`config.mk`:
```
export PLATFORM = sky130hd
export DESIGN_NAME = serial_shift_adder
export DESIGN_NICKNAME = d
export VERILOG_FILES = /design/src/rtl/ssa_pkg.sv /design/src/rtl/ssa_operand_reg.sv /design/src/rtl/ssa_bit_counter.sv /design/src/rtl/serial_shift_adder.sv
export SDC_FILE = /design/constraint.sdc
export NUM_CORES = 1
export LEC_CHECK = 0
export BUFFER_PORTS_ARGS = -buffer_cell sky130_fd_sc_hd__buf_2
export CAP_MARGIN = 20
export CORE_MARGIN = 8
export CORE_UTILIZATION = 49
export CTS_CLUSTER_DIAMETER = 100
export DETAILED_ROUTE_END_ITERATION = 7
export PLACE_DENSITY_LB_ADDON = 0.05
export SETUP_SLACK_MARGIN = 0.4
export SLEW_MARGIN = 40
export SYNTH_ARGS = -nofsm -noshare
export SYNTH_HDL_FRONTEND = slang
export SYNTH_SLANG_ARGS = --single-unit
```
`constraint.sdc`:
```
create_clock -name clk -period 1.51 [get_ports clk]
set_input_delay 0.2265 -clock clk [delete_from_list [all_inputs] [get_ports clk]]
set_output_delay 0.2265 -clock clk [all_outputs]
set_load 0.05 [all_outputs]
```
`src/rtl/ssa_pkg.sv`:
```
package ssa_pkg;

  // One-bit full adder: returns {carry, sum}.
  function automatic logic [1:0] fa_bit(input logic a, input logic b, input logic cin);
    logic s;
    logic c;
    s = a ^ b ^ cin;
    c = (a & b) | (a & cin) | (b & cin);
    return {c, s};
  endfunction

endpackage

```
`src/rtl/ssa_operand_reg.sv`:
```
module ssa_operand_reg #(
  parameter int W = 8
) (
  input  logic         clk,
  input  logic         rst,
  input  logic         load,
  input  logic         shift,
  input  logic         ser_in,
  input  logic [W-1:0] par_in,
  output logic [W-1:0] q
);

  always_ff @(posedge clk) begin
    if (rst)        q <= '0;
    else if (load)  q <= par_in;
    else if (shift) q <= {ser_in, q[W-1:1]};
  end

  AST_SHIFT_INSERTS_TOP: assert property (@(posedge clk) disable iff (rst)
    (shift && !load) |=> (q[W-1] == $past(ser_in)));

endmodule

```
`src/rtl/ssa_bit_counter.sv`:
```
module ssa_bit_counter #(
  parameter int N = 8
) (
  input  logic clk,
  input  logic rst,
  input  logic clear,
  input  logic step,
  output logic done
);

  localparam int CW = $clog2(N + 1);
  localparam logic [CW-1:0] LAST = CW'(N - 1);

  logic [CW-1:0] cnt;
  logic          last_step;

  assign last_step = step && !done && (cnt == LAST);

  always_ff @(posedge clk) begin
    if (rst || clear) begin
      cnt  <= '0;
      done <= 1'b0;
    end else if (step && !done) begin
      cnt <= cnt + 1'b1;
      if (last_step) done <= 1'b1;
    end
  end

  AST_DONE_ONLY_AFTER_LAST: assert property (@(posedge clk) disable iff (rst)
    $rose(done) |-> $past(last_step));

  AST_CLEAR_DROPS_DONE: assert property (@(posedge clk) disable iff (rst)
    clear |=> !done);

endmodule

```
`src/rtl/serial_shift_adder.sv`:
```
module serial_shift_adder #(
  parameter int WIDTH = 8
) (
  input  logic             clk,
  input  logic             rst,
  input  logic             mode_add,
  input  logic [WIDTH-1:0] opa_in,
  input  logic [WIDTH-1:0] opb_in,
  output logic [WIDTH-1:0] sum_out,
  output logic             carry_out,
  output logic             done
);

  import ssa_pkg::*;

  logic             load_en;
  logic             shift_en;
  logic [WIDTH-1:0] b_q;
  logic [1:0]       fa_out;
  logic             sum_bit;
  logic             carry_nxt;
  logic             carry_q;

  assign load_en  = !mode_add;
  assign shift_en = mode_add && !done;

  assign fa_out    = fa_bit(sum_out[0], b_q[0], carry_q);
  assign sum_bit   = fa_out[0];
  assign carry_nxt = fa_out[1];

  ssa_operand_reg #(.W(WIDTH)) u_reg_a (
    .clk(clk), .rst(rst), .load(load_en), .shift(shift_en),
    .ser_in(sum_bit), .par_in(opa_in), .q(sum_out)
  );

  ssa_operand_reg #(.W(WIDTH)) u_reg_b (
    .clk(clk), .rst(rst), .load(load_en), .shift(shift_en),
    .ser_in(1'b0), .par_in(opb_in), .q(b_q)
  );

  always_ff @(posedge clk) begin
    if (rst || load_en) carry_q <= 1'b0;
    else if (shift_en)  carry_q <= carry_nxt;
  end

  assign carry_out = carry_q;

  ssa_bit_counter #(.N(WIDTH)) u_count (
    .clk(clk), .rst(rst), .clear(load_en), .step(shift_en), .done(done)
  );

  AST_LOAD_CLEARS_CARRY: assert property (@(posedge clk) disable iff (rst)
    !mode_add |=> (carry_out == 1'b0));

  AST_LOAD_TAKES_A: assert property (@(posedge clk) disable iff (rst)
    !mode_add |=> (sum_out == $past(opa_in)));

  AST_SHIFT_RIGHT: assert property (@(posedge clk) disable iff (rst)
    shift_en |=> (sum_out[WIDTH-2:0] == $past(sum_out[WIDTH-1:1])));

  AST_HOLD_WHEN_DONE: assert property (@(posedge clk) disable iff (rst)
    (mode_add && done) |=> (done && $stable(sum_out) && $stable(carry_out)));

endmodule

```
-- After elaboration in Yosys (flattened, before gate mapping)
Cells that the tools add are included.
Widths: inputs -> output; s select.
- equal/unequal tests: 2
- reductions and logical operators: 7
- bitwise gates (word level): 7
- $add $sub $neg: 1
- multiplexer cells: 4
- operators with widths (operator ; count):
    $mux 8 ; 4
    $add 4x1->4 const B ; 1
    $eq 4x3->1 const B ; 1
    $and 1x1->1 ; 3
    $logic_and 1x1->1 ; 3
    $logic_not 1->1 ; 2
    $ne 2x1->1 const B ; 1
    $or 1x1->1 ; 2
    $reduce_and 2->1 ; 1
    $xor 1x1->1 ; 2
    $logic_or 1x1->1 ; 1
- bits of input ports: 19
- output and inout port bits: 10
- flip-flop bits (word level): 22

-- Logic depth before layout (Yosys ltp)
Gate-level depths: netlist of the first run.
- depth after elaboration: 5
- gate-level depth with buffers: 4
- mapped depth without buffers: 4

-- Cells and area by module
A second synthesis of the first run with hierarchy kept.
- cells, all modules: 98
- area total of the unflattened synthesis: 1031.0 µm²
- modules (own cells, without submodules) (module ; instances ; area each (µm²) ; cells each ; seq. area each (µm²)):
    ssa_operand_reg ; 2 ; 369.1 ; 35 ; 160.2
    ssa_bit_counter ; 1 ; 221.5 ; 21 ; 100.1
    serial_shift_adder ; 1 ; 71.3 ; 7 ; 20.0

-- Least setup slack after synthesis of the first run
No wires, ideal clock.
- kind: reg-to-reg
- start: reg carry_q, in the netlist carry_out
- end: reg u_reg_a.q[7]
- clock period less this slack: 1.483 ns
- stages on the path, launching flop included: 4
- path slack: 0.027 ns
- data required time: 1.372 ns
- arrival: 1.345 ns
- cell sequence: dfxtp_1 fa_1 mux2i_1 a211oi_1
- longest elaborated chain between the ends: 3
- RTL lines (element ; RTL line ; RTL):
    start, declared ; serial_shift_adder.sv:22 ; logic carry_q;
    start signal, assigned ; serial_shift_adder.sv:43 ; else if (shift_en) carry_q <= carry_nxt;
    $xor 1x1->1 ; ssa_pkg.sv:7 ; s = a ^ b ^ cin;
    $mux 8 ; ssa_operand_reg.sv:16 ; else if (shift) q <= {ser_in, q[W-1:1]};
    $mux 8 ; ssa_operand_reg.sv:15 ; else if (load) q <= par_in;
    end signal, assigned ; ssa_operand_reg.sv:15 ;
    end signal, assigned ; ssa_operand_reg.sv:16 ;
    end, declared ; ssa_operand_reg.sv:10 ; output logic [W-1:0] q
Every way passes these cells. The select of a mux whose other input is x is not followed.
A chain may end at the register's enable or synchronous reset.

-- Final worst setup path of the first run
Ends and elaborated chain as after synthesis.

==> metrics, run 1 <==
status finished, final reports clean; antenna violations before repair 0; core area roughly 0.0019 sq mm; Peak VDD IR approximately 0.63 mV; Max Clk Rate between 0.8 and 0.9 GHz; YS warnings 0; Layout fillers 152; largest stage delay on the critical path between 500 and 600 ps; Netlist cell types 19; layout cell share with drive strength beyond 1 roughly 39%; top_reg_cell synth dfxtp_1; first-pass GRT wire length 3230 microns; Hold WC Path Type input port to flop; CP max-delay cell fa_1; GRT Util Overall 11.8%; crit-path cells fa_1 -> mux2i_1 -> a211oi_1; Crit path max-delay family adder cells; slew of the pin with the lowest slew margin 262 ps; maximum number of pins on one net before global-route repair 15; drt pass-1 iters 2; largest cells by area after synthesis dfxtp_1 (46%), mux2i_1 (18%), a211oi_1 (12%); number of diodes 0; Buf/Inv on CP 0; CP startpoint kind flop; Initial Utilization between 50% and 60%; reg-to-reg critical path endpoint u_reg_a.q[7]; grt total ovfl 0; I/O pin cnt 29; initial drt markers 2; vias about 770; worst setup path class flop to flop; H-tree levels 1; most frequent cell after synthesis dfxtp_1; endpoints failing hold 0; TNS Setup 0 ps; Leak 0.503 nW; Residual DRC 0; fin nets roughly 150; total routed wirelength around 2100 microns; fin util between 60% and 70%; clock buffer depth 2; Mapped Area just under 0.001 sq mm; RSZ-0062 raised after global routing true; Max Cap Viol 0; Critical Path AT about 1400 ps; Die Area between 0.003 and 0.004 sq mm; Clk Latency, worst-skew pair around 300 ps; final setup fails 0; CTS tree yes; cell taking the most area after synthesis dfxtp_1; top-area cell type share of the netlist area 45.8%; ys async rst share 0%; remaining antenna violation count after routing 0; Max-slew headroom roughly 83%; sequential share of the synthesized area ~46%; syn_area_per_cell 10.0 sq um; fin crit period about 1200 ps; cells on worst reg2reg path 3; Max Slew Vio Count 0; fin cells about 150; area delta synth->final 33.6%; PortBufs 28; FF-to-FF setup slack ~280 ps; Post-Syn Instances between 90 and 100; Fin Clk Skew around 1.7 ps; Die Span Y around 60 microns; PwrDens approximately 900 mW/mm^2; Worst-path clk slew about 120 ps; top post-synthesis cells by count dfxtp_1 (22), nor2_1 (21), mux2i_1 (17); die width roughly 60 microns; HPWL Detailed between 1500 and 2000 microns; CP endpoint kind flop; Via density 5.03; Post-synth EDFFs 0; gpl congestion 0.698; Root Driver clkbuf_4; dpl cells between 100 and 150; CTS Buf Count 3; WHS Endpoint u_reg_a.q[1]; number of global-route vias before repair between 700 and 800; hold path startpoint rst; synthesis-stage register bit count 22; worst r2r src carry_out; Final period util between 80% and 90%; WL/cell approximately 14 microns; FP Rows 16; Post-Syn Nets between 100 and 150; Crit Path Max Fanout 3; CTS sink cnt 22; Critical Path RT roughly 1700 ps; WHS between 100 and 150 ps; worst hold stages 2
## through the flow
| stage | setup WS [ps] | instance area, sq um | total power, W |
|---|---|---|---|
| floorplan | 224 | 967 | 0.000768 |
| global placement | 304 | 1130 | 0.000821 |
| detailed placement | 297 | 1130 | 0.000826 |
| CTS | 315 | 1230 | 0.00115 |
| global route | 230 | 1280 | 0.00120 |
| finish | 278 | 1280 | 0.00115 |
## worst max path at each step
stage,start,end,slack (ps),cells after the start
2_1_floorplan,u_reg_a.q[0],u_reg_a.q[7],220,3
3_3_place_gp,u_reg_a.q[0],u_reg_a.q[7],300,3
3_5_place_dp,u_reg_a.q[0],u_reg_a.q[7],300,3
4_1_cts,carry_out,u_reg_a.q[7],310,3
5_1_grt,carry_out,u_reg_a.q[7],230,3
6_report,carry_out,u_reg_a.q[7],280,3
## worst register-to-register path, stage by stage, from the launching register on
cell	delay, ps
dfxtp_2	360
fa_1	520
mux2i_1	60
a211oi_1	210
## flip-flops by register name (all words and copies together), names as in the netlist
| signal | cells |
|---|---|
| u_reg_a.q | 8 |
| u_reg_b.q | 8 |
| u_count.cnt | 4 |
| carry_out | 1 |
| u_count.done | 1 |
## cell usage in the layout (no fill, tap or decap)
cell,n
nor2_1,21
buf_2,19
mux2i_1,17
a211oi_1,15
dfxtp_1,12
buf_6,10
dfxtp_2,7
buf_4,4
clkbuf_4,3
dfxtp_4,3
nand2b_1,2
xnor2_1,2
nand3_1,1
a21oi_1,1
inv_1,1
nand4b_1,1
a31oi_1,1
and2b_2,1
xor2_1,1
fa_1,1
ha_1,1
clkbuf_8,1
clkbuf_16,1
buf_12,1
## metal layers
layer  GRT usage [%]  routed length, microns
met4            4.08                      12
met5               0                       0
met1            14.5                    1000
met2            19.2                    1060
met3            2.80                      56
## cell families (layout without fill, tap and decap cells)
group,after synthesis,count (layout),synth area share (%)
multiplexers,17,17,17.7
AO/OA/AOI/OAI,17,17,12.9
AND/OR/NAND/NOR,26,26,11.8
flip-flops,22,22,45.8
adder cells (fa/ha/maj),2,2,3.39
buffers and inverters,9,40,5.60
XOR/XNOR,3,3,2.73
## area by class of cell
cell class | count | area, sq um | area share, %
sequential | 22 | 460 | 35.9
multi-input combinational | 65 | 467 | 36.4
clock buffer | 4 | 36.3 | 2.83
tap | 27 | 33.8 | 2.63
inverter | 1 | 3.75 | 0.292
timing repair buffer | 35 | 283 | 22.0
## where the power goes
group	switching [W]	total (W)	internal (W)	leakage [nW]
clock network	0.000173	0.000319	0.000147	0.0210
logic	0.000114	0.000196	0.0000823	0.296
registers	0.0000257	0.000639	0.000613	0.186
total	0.000312	0.00115	0.000843	0.503
## timing repair
| action | 4_1_cts | 5_1_grt |
|---|---|---|
| buffers inserted | 2 | 0 |
| pin swaps | 2 | 4 |
| endpoints found under the setup margin | 21 | 18 |
| gates cloned | 0 | 1 |
| resized for setup | 15 | 13 |
| hold endpoints to repair | 0 | 0 |
| hold buffers | 0 | 0 |
(Power assumes the default switching activity.)
==> inputs of run 2 (changes only) <==
- clock period: 1.51 -> 1.2 ns (I/O delays scaled with it)
==> run 2 against run 1 <==
Effect of this change: sequential share of layout area is 4.3 points lower; sequential power is 26% higher; first-iteration DRC count grew to 6.5 times the previous value; routed wire length is 7.7% higher; die area stayed put; global-route usage is 1.4 points higher; sequential cell count stayed put; critical path depth stayed put; combinational power is 52% higher; core utilization is 10 points higher; non-clock buffer count is 12 higher; maximum frequency is 4.0% higher; largest cell class unchanged; largest power group unchanged; highest routed layer unchanged.
==> metrics, run 2 (synthesized netlist as in run 1, its figures left out) <==
area delta synth->final 53.8% (was 33.6%); hold buffers post-CTS 0 (unchanged); die width 60.3 microns (unchanged); Leak 0.583 nW (was 0.503 nW); number of diodes 0 (unchanged); CP endpoint kind flop (unchanged); PwrDens 1020 mW/mm^2 (was 899 mW/mm^2); Hold WC Path Type input port to flop (unchanged); Fin Clk Skew 3.95 ps (was 1.68 ps); Peak VDD IR 0.890 mV (was 0.631 mV); initial drt markers 13 (was 2); CTS Buf Count 3 (unchanged); drt pass-1 iters 4 (was 2); Max Slew Vio Count 0 (unchanged); GRT Util Overall 13.1% (was 11.8%); slew of the pin with the lowest slew margin 222 ps (was 262 ps); dpl cell area 0.00117 sq mm (was 0.00113 sq mm); I/O pin cnt 29 (unchanged); min setup slack post-route 15.8 ps (was 278 ps); Clk Latency, worst-skew pair 310 ps (was 300 ps); core area 0.00190 sq mm (unchanged); RSZ-0062 raised after global routing true (unchanged); maximum number of pins on one net before global-route repair 34 (was 15); antenna violations before repair 0 (unchanged); fin crit period 1180 ps (was 1230 ps); layout cell share with drive strength beyond 1 49.6% (was 39.4%); CTS sink cnt 22 (unchanged); global routing usage on met2 22.6% (was 19.2%); PortBufs 28 (unchanged); WL/cell 13.8 microns (was 13.9 microns); total routed wirelength 2300 microns (was 2140 microns); endpoints failing hold 0 (unchanged); HPWL Detailed 1420 microns (was 1520 microns); CTS tree yes (unchanged); first-pass GRT wire length 3610 microns (was 3230 microns); routing usage on met1 14.9% (was 14.5%); FP Rows 16 (unchanged); remaining antenna violation count after routing 0 (unchanged); Root Driver clkbuf_4 (unchanged); most common cell after layout, fill and taps aside nor2_1 (unchanged); Via density 4.96 (was 5.03); gpl congestion 0.724 (was 0.698); H-tree levels 1 (unchanged); grt met3 use 4.09% (was 2.80%); fin cells 166 (was 154); Max-slew headroom 85.1% (was 82.5%); final setup fails 0 (unchanged); number of global-route vias before repair 845 (was 758); vias 823 (was 774); clock buffer depth 2 (unchanged); Die Span Y 60.3 microns (unchanged); Critical Path RT 1430 ps (was 1720 ps); Top Usage Layer GRT met2 (unchanged); Setup WS pre-CTS 25.5 ps (was 297 ps); Worst-path clk slew 120 ps (about the same); fin nets 161 (was 149); Critical Path AT 1410 ps (was 1440 ps); Max Cap Viol 0 (unchanged); Final Cell Area 0.00148 sq mm (was 0.00128 sq mm); fin util 77.7% (was 67.5%); commonest cells after routing, fill and taps aside nor2_1 (21), buf_2 (18), mux2i_1 (17) (was nor2_1 (21), buf_2 (19), mux2i_1 (17)); Final period util 98.7% (was 81.6%); Layout fillers 129 (was 152); Die Area 0.00363 sq mm (unchanged); Seq. cell area 467 sq um (was 460 sq um); status finished, final reports clean (unchanged); Residual DRC 0 (unchanged); grt total ovfl 0 (unchanged); Crit Path Max Fanout 2 (was 3); Max Clk Rate 0.844 GHz (was 0.812 GHz); biggest regs u_reg_a.q (8), u_reg_b.q (8), u_count.cnt (4) (unchanged); CP startpoint kind flop (unchanged); Multi-input gate area 495 sq um (was 467 sq um); worst setup path class flop to flop (unchanged); dpl cells 147 (unchanged); Initial Utilization 50.5% (unchanged)
-- run 2: changes by cell type in the layout (fill, tap and decap cells not counted), moves of 2 or more --
| cell | before | now |
|---|---|---|
| buf_6 | 10 | 7 |
| dfxtp_1 | 12 | 9 |
| buf_8 | 0 | 11 |
| dfxtp_2 | 7 | 9 |
| buf_4 | 4 | 9 |
-- run 2: layout make-up --
type | instances | share of cell area, %
Multi-Input combinational cell | 65 | 33.5
Timing Repair Buffer | 47 | 29.9
Tap cell | 27 | 2.29
Sequential cell | 22 | 31.6
Clock buffer | 4 | 2.46
Inverter | 1 | 0.254
-- run 2: layer usage --
metal / share of wire, % / vias to the layer above
li1: - / 422
met3: 4.4 / 4
met4: 1.0 / 0
met5: 0 / -
met1: 44 / 378
met2: 50 / 19
-- run 2: worst paths after layout --
path              cells after the start      endpoint  slack [ps]    startpoint
setup / recovery                      3  u_reg_a.q[7]          20  u_reg_b.q[0]
hold / removal                        3  u_reg_b.q[7]         120     opb_in[7]
setup reg to reg                      3  u_reg_a.q[7]          20  u_reg_b.q[0]
hold reg to reg                       2  u_reg_b.q[7]         490  u_reg_b.q[7]
-- run 2: worst max-delay path, cell delays in order (launching register included) --
cell and delay (ps):
dfxtp_2 350, fa_1 520, mux2i_1 60, a211oi_1 170
-- run 2: timing repair --
item | 4_1_cts | 5_1_grt
hold endpoints to repair | 0 | 0
pin swaps | 6 | 6
endpoints found under the setup margin | 32 | 32
setup buffers | 14 | 1
gates resized for setup | 36 | 10
-- run 2: per-stage QoR --
step / setup TNS (ps) / total power (W) / hold slack [ps]
after floorplan: -21.0 / 0.000968 / 333
after global routing: -71.0 / 0.00159 / 104
after detailed placement: 0 / 0.00104 / 449
final: 0 / 0.00151 / 122
after CTS: 0 / 0.00152 / 117
after global placement: 0 / 0.00104 / 443
-- run 2: power by group --
group          leakage, nW  switching, W  total [W]  internal [W]
sequential           0.187     0.0000351   0.000806      0.000771
combinational        0.375      0.000155   0.000297      0.000142
clock               0.0210      0.000224   0.000410      0.000185
==> inputs of run 3 (changes only) <==
- CORE_UTILIZATION: 49 -> 53
- clock period: 1.2 -> 1.45 ns (I/O delays scaled with it)
==> run 3 against run 2 <==
Effect of this change: global-route usage is 1.3 points higher; maximum frequency is 9.2% lower; first-iteration DRC count is 130% higher; sequential share of layout area is 0.67 points higher; highest routed layer unchanged; routed wire length is 17% higher; sequential cell count stayed put; power is 20% lower; worst hold slack better by 38 ps.
==> metrics, run 3 (synthesized netlist as in run 1, its figures left out) <==
worst setup path class flop to flop (unchanged); commonest cells after routing, fill and taps aside nor2_1 (21), buf_2 (18), mux2i_1 (17) (unchanged); CTS tree yes (unchanged); CP startpoint kind flop (unchanged); I/O pin cnt 29 (unchanged); Die Area 0.00343 sq mm (was 0.00363 sq mm); CTS Buf Count 3 (unchanged); clock buffer depth 2 (unchanged); first-pass GRT wire length 3810 microns (was 3610 microns); WL/cell 16.7 microns (was 13.8 microns); reg-to-reg critical path endpoint u_reg_a.q[7] (unchanged); drt pass-1 iters 4 (unchanged); fin cells 161 (was 166); gpl congestion 0.697 (was 0.724); Layout fillers 96 (was 129); biggest regs u_reg_a.q (8), u_reg_b.q (8), u_count.cnt (4) (unchanged); Crit Path Max Fanout 3 (was 2); HPWL Detailed 1350 microns (was 1420 microns); grt total ovfl 0 (unchanged); cells on worst reg2reg path 3 (unchanged); Residual DRC 0 (unchanged); Leak 0.565 nW (was 0.583 nW); Peak VDD IR 0.529 mV (was 0.890 mV); fin crit period 1300 ps (was 1180 ps); slew of the pin with the lowest slew margin 315 ps (was 222 ps); area delta synth->final 49.3% (was 53.8%); hold buffers post-CTS 0 (unchanged); worst r2r src carry_out (was u_reg_b.q[0]); Max Cap Viol 0 (unchanged); Fin Clk Skew 5.18 ps (was 3.95 ps); status finished, final reports clean (unchanged); min setup slack post-route 146 ps (was 15.8 ps); Final period util 90.0% (was 98.7%); antenna violations before repair 0 (unchanged); die width 58.6 microns (was 60.3 microns); FP Rows 15 (was 16); initial drt markers 30 (was 13); fin util 84.0% (was 77.7%); Clk Latency, worst-skew pair 310 ps (about the same); Via density 5.53 (was 4.96); RSZ-0062 raised after global routing true (unchanged); Max Slew Vio Count 0 (unchanged); number of global-route vias before repair 845 (unchanged); Worst-path clk slew 120 ps (about the same); Multi-input gate area 477 sq um (was 495 sq um); Initial Utilization 56.3% (was 50.5%); Seq. cell area 463 sq um (was 467 sq um); hold path startpoint opa_in[1] (was opb_in[7]); layout cell share with drive strength beyond 1 45.6% (was 49.6%); Max Clk Rate 0.767 GHz (was 0.844 GHz); Max-slew headroom 79.0% (was 85.1%); remaining antenna violation count after routing 0 (unchanged); Critical Path AT 1530 ps (was 1410 ps); CTS sink cnt 22 (unchanged); Die Span Y 58.6 microns (was 60.3 microns); FF-to-FF setup slack 150 ps (was 20 ps); Hold WC Path Type input port to flop (unchanged); total routed wirelength 2680 microns (was 2300 microns); most common cell after layout, fill and taps aside nor2_1 (unchanged); fin nets 158 (was 161); worst hold stages 3 (unchanged); Setup WS pre-CTS 257 ps (was 25.5 ps); CP endpoint kind flop (unchanged); number of diodes 0 (unchanged); Critical Path RT 1680 ps (was 1430 ps); endpoints failing hold 0 (unchanged); vias 890 (was 823); PwrDens 845 mW/mm^2 (was 1020 mW/mm^2); GRT Util Overall 14.4% (was 13.1%); WHS 159 ps (was 122 ps); PortBufs 28 (unchanged); Root Driver clkbuf_4 (unchanged); core area 0.00171 sq mm (was 0.00190 sq mm); TNS Setup 0 ps (unchanged); H-tree levels 1 (unchanged); maximum number of pins on one net before global-route repair 18 (was 34); final setup fails 0 (unchanged); WHS Endpoint u_reg_a.q[1] (was u_reg_b.q[7]); dpl cells 143 (was 147)
==> run 3: power breakdown <==
part           internal (W)  switching (W)
clock network      0.000107       0.000188
logic              0.000117       0.000134
registers          0.000638      0.0000282
total              0.000863       0.000350
==> run 3: timing repair <==
action | CTS | global route
cloned | 1 | 1
setup endpoints to repair | 15 | 29
setup buffers | 11 | 1
pin swaps | 2 | 13
gates resized for setup | 30 | 10
hold endpoints to repair | 0 | 0
==> run 3: cell type report <==
type / instances / area share, %
Sequential cell: 22 / 32.3
Clock buffer: 4 / 1.83
Multi-Input combinational cell: 65 / 33.2
Inverter: 1 / 0.262
Timing Repair Buffer: 44 / 30.3
Tap cell: 25 / 2.18
==> run 3: how the worst max path moves through the flow <==
stage | start | endpoint | slack (ps) | cells after the start
finish | carry_out | u_reg_a.q[7] | 150 | 3
global placement | u_reg_b.q[0] | u_reg_a.q[7] | 290 | 3
global route | carry_out | u_reg_a.q[7] | 130 | 3
CTS | u_reg_b.q[0] | u_reg_a.q[7] | 260 | 3
detailed placement | u_reg_b.q[0] | u_reg_a.q[7] | 260 | 3
floorplan | carry_out | u_reg_a.q[7] | 230 | 3
==> run 3: layer usage <==
| layer | vias to the layer above | part of all wire [%] | GRT usage (%) |
|---|---|---|---|
| li1 | 417 | - | - |
| met1 | 419 | 38 | 15.8 |
| met2 | 44 | 52 | 24.9 |
| met3 | 10 | 9.2 | 4.78 |
| met4 | 0 | 1.6 | 6.14 |
| met5 | - | 0 | 0 |
==> run 3: metrics by stage <==
stage | cell area [sq um] | power (W)
final | 1440 | 0.00121
after global routing | 1440 | 0.00125
after CTS | 1360 | 0.00120
after detailed placement | 1120 | 0.000855
after global placement | 1120 | 0.000852
after floorplan | 981 | 0.000800
==> run 3: critical path, cell delays in order, from the launching register on <==
cell	delay (ps)
dfxtp_4	390
fa_1	540
mux2i_1	90
a211oi_1	210
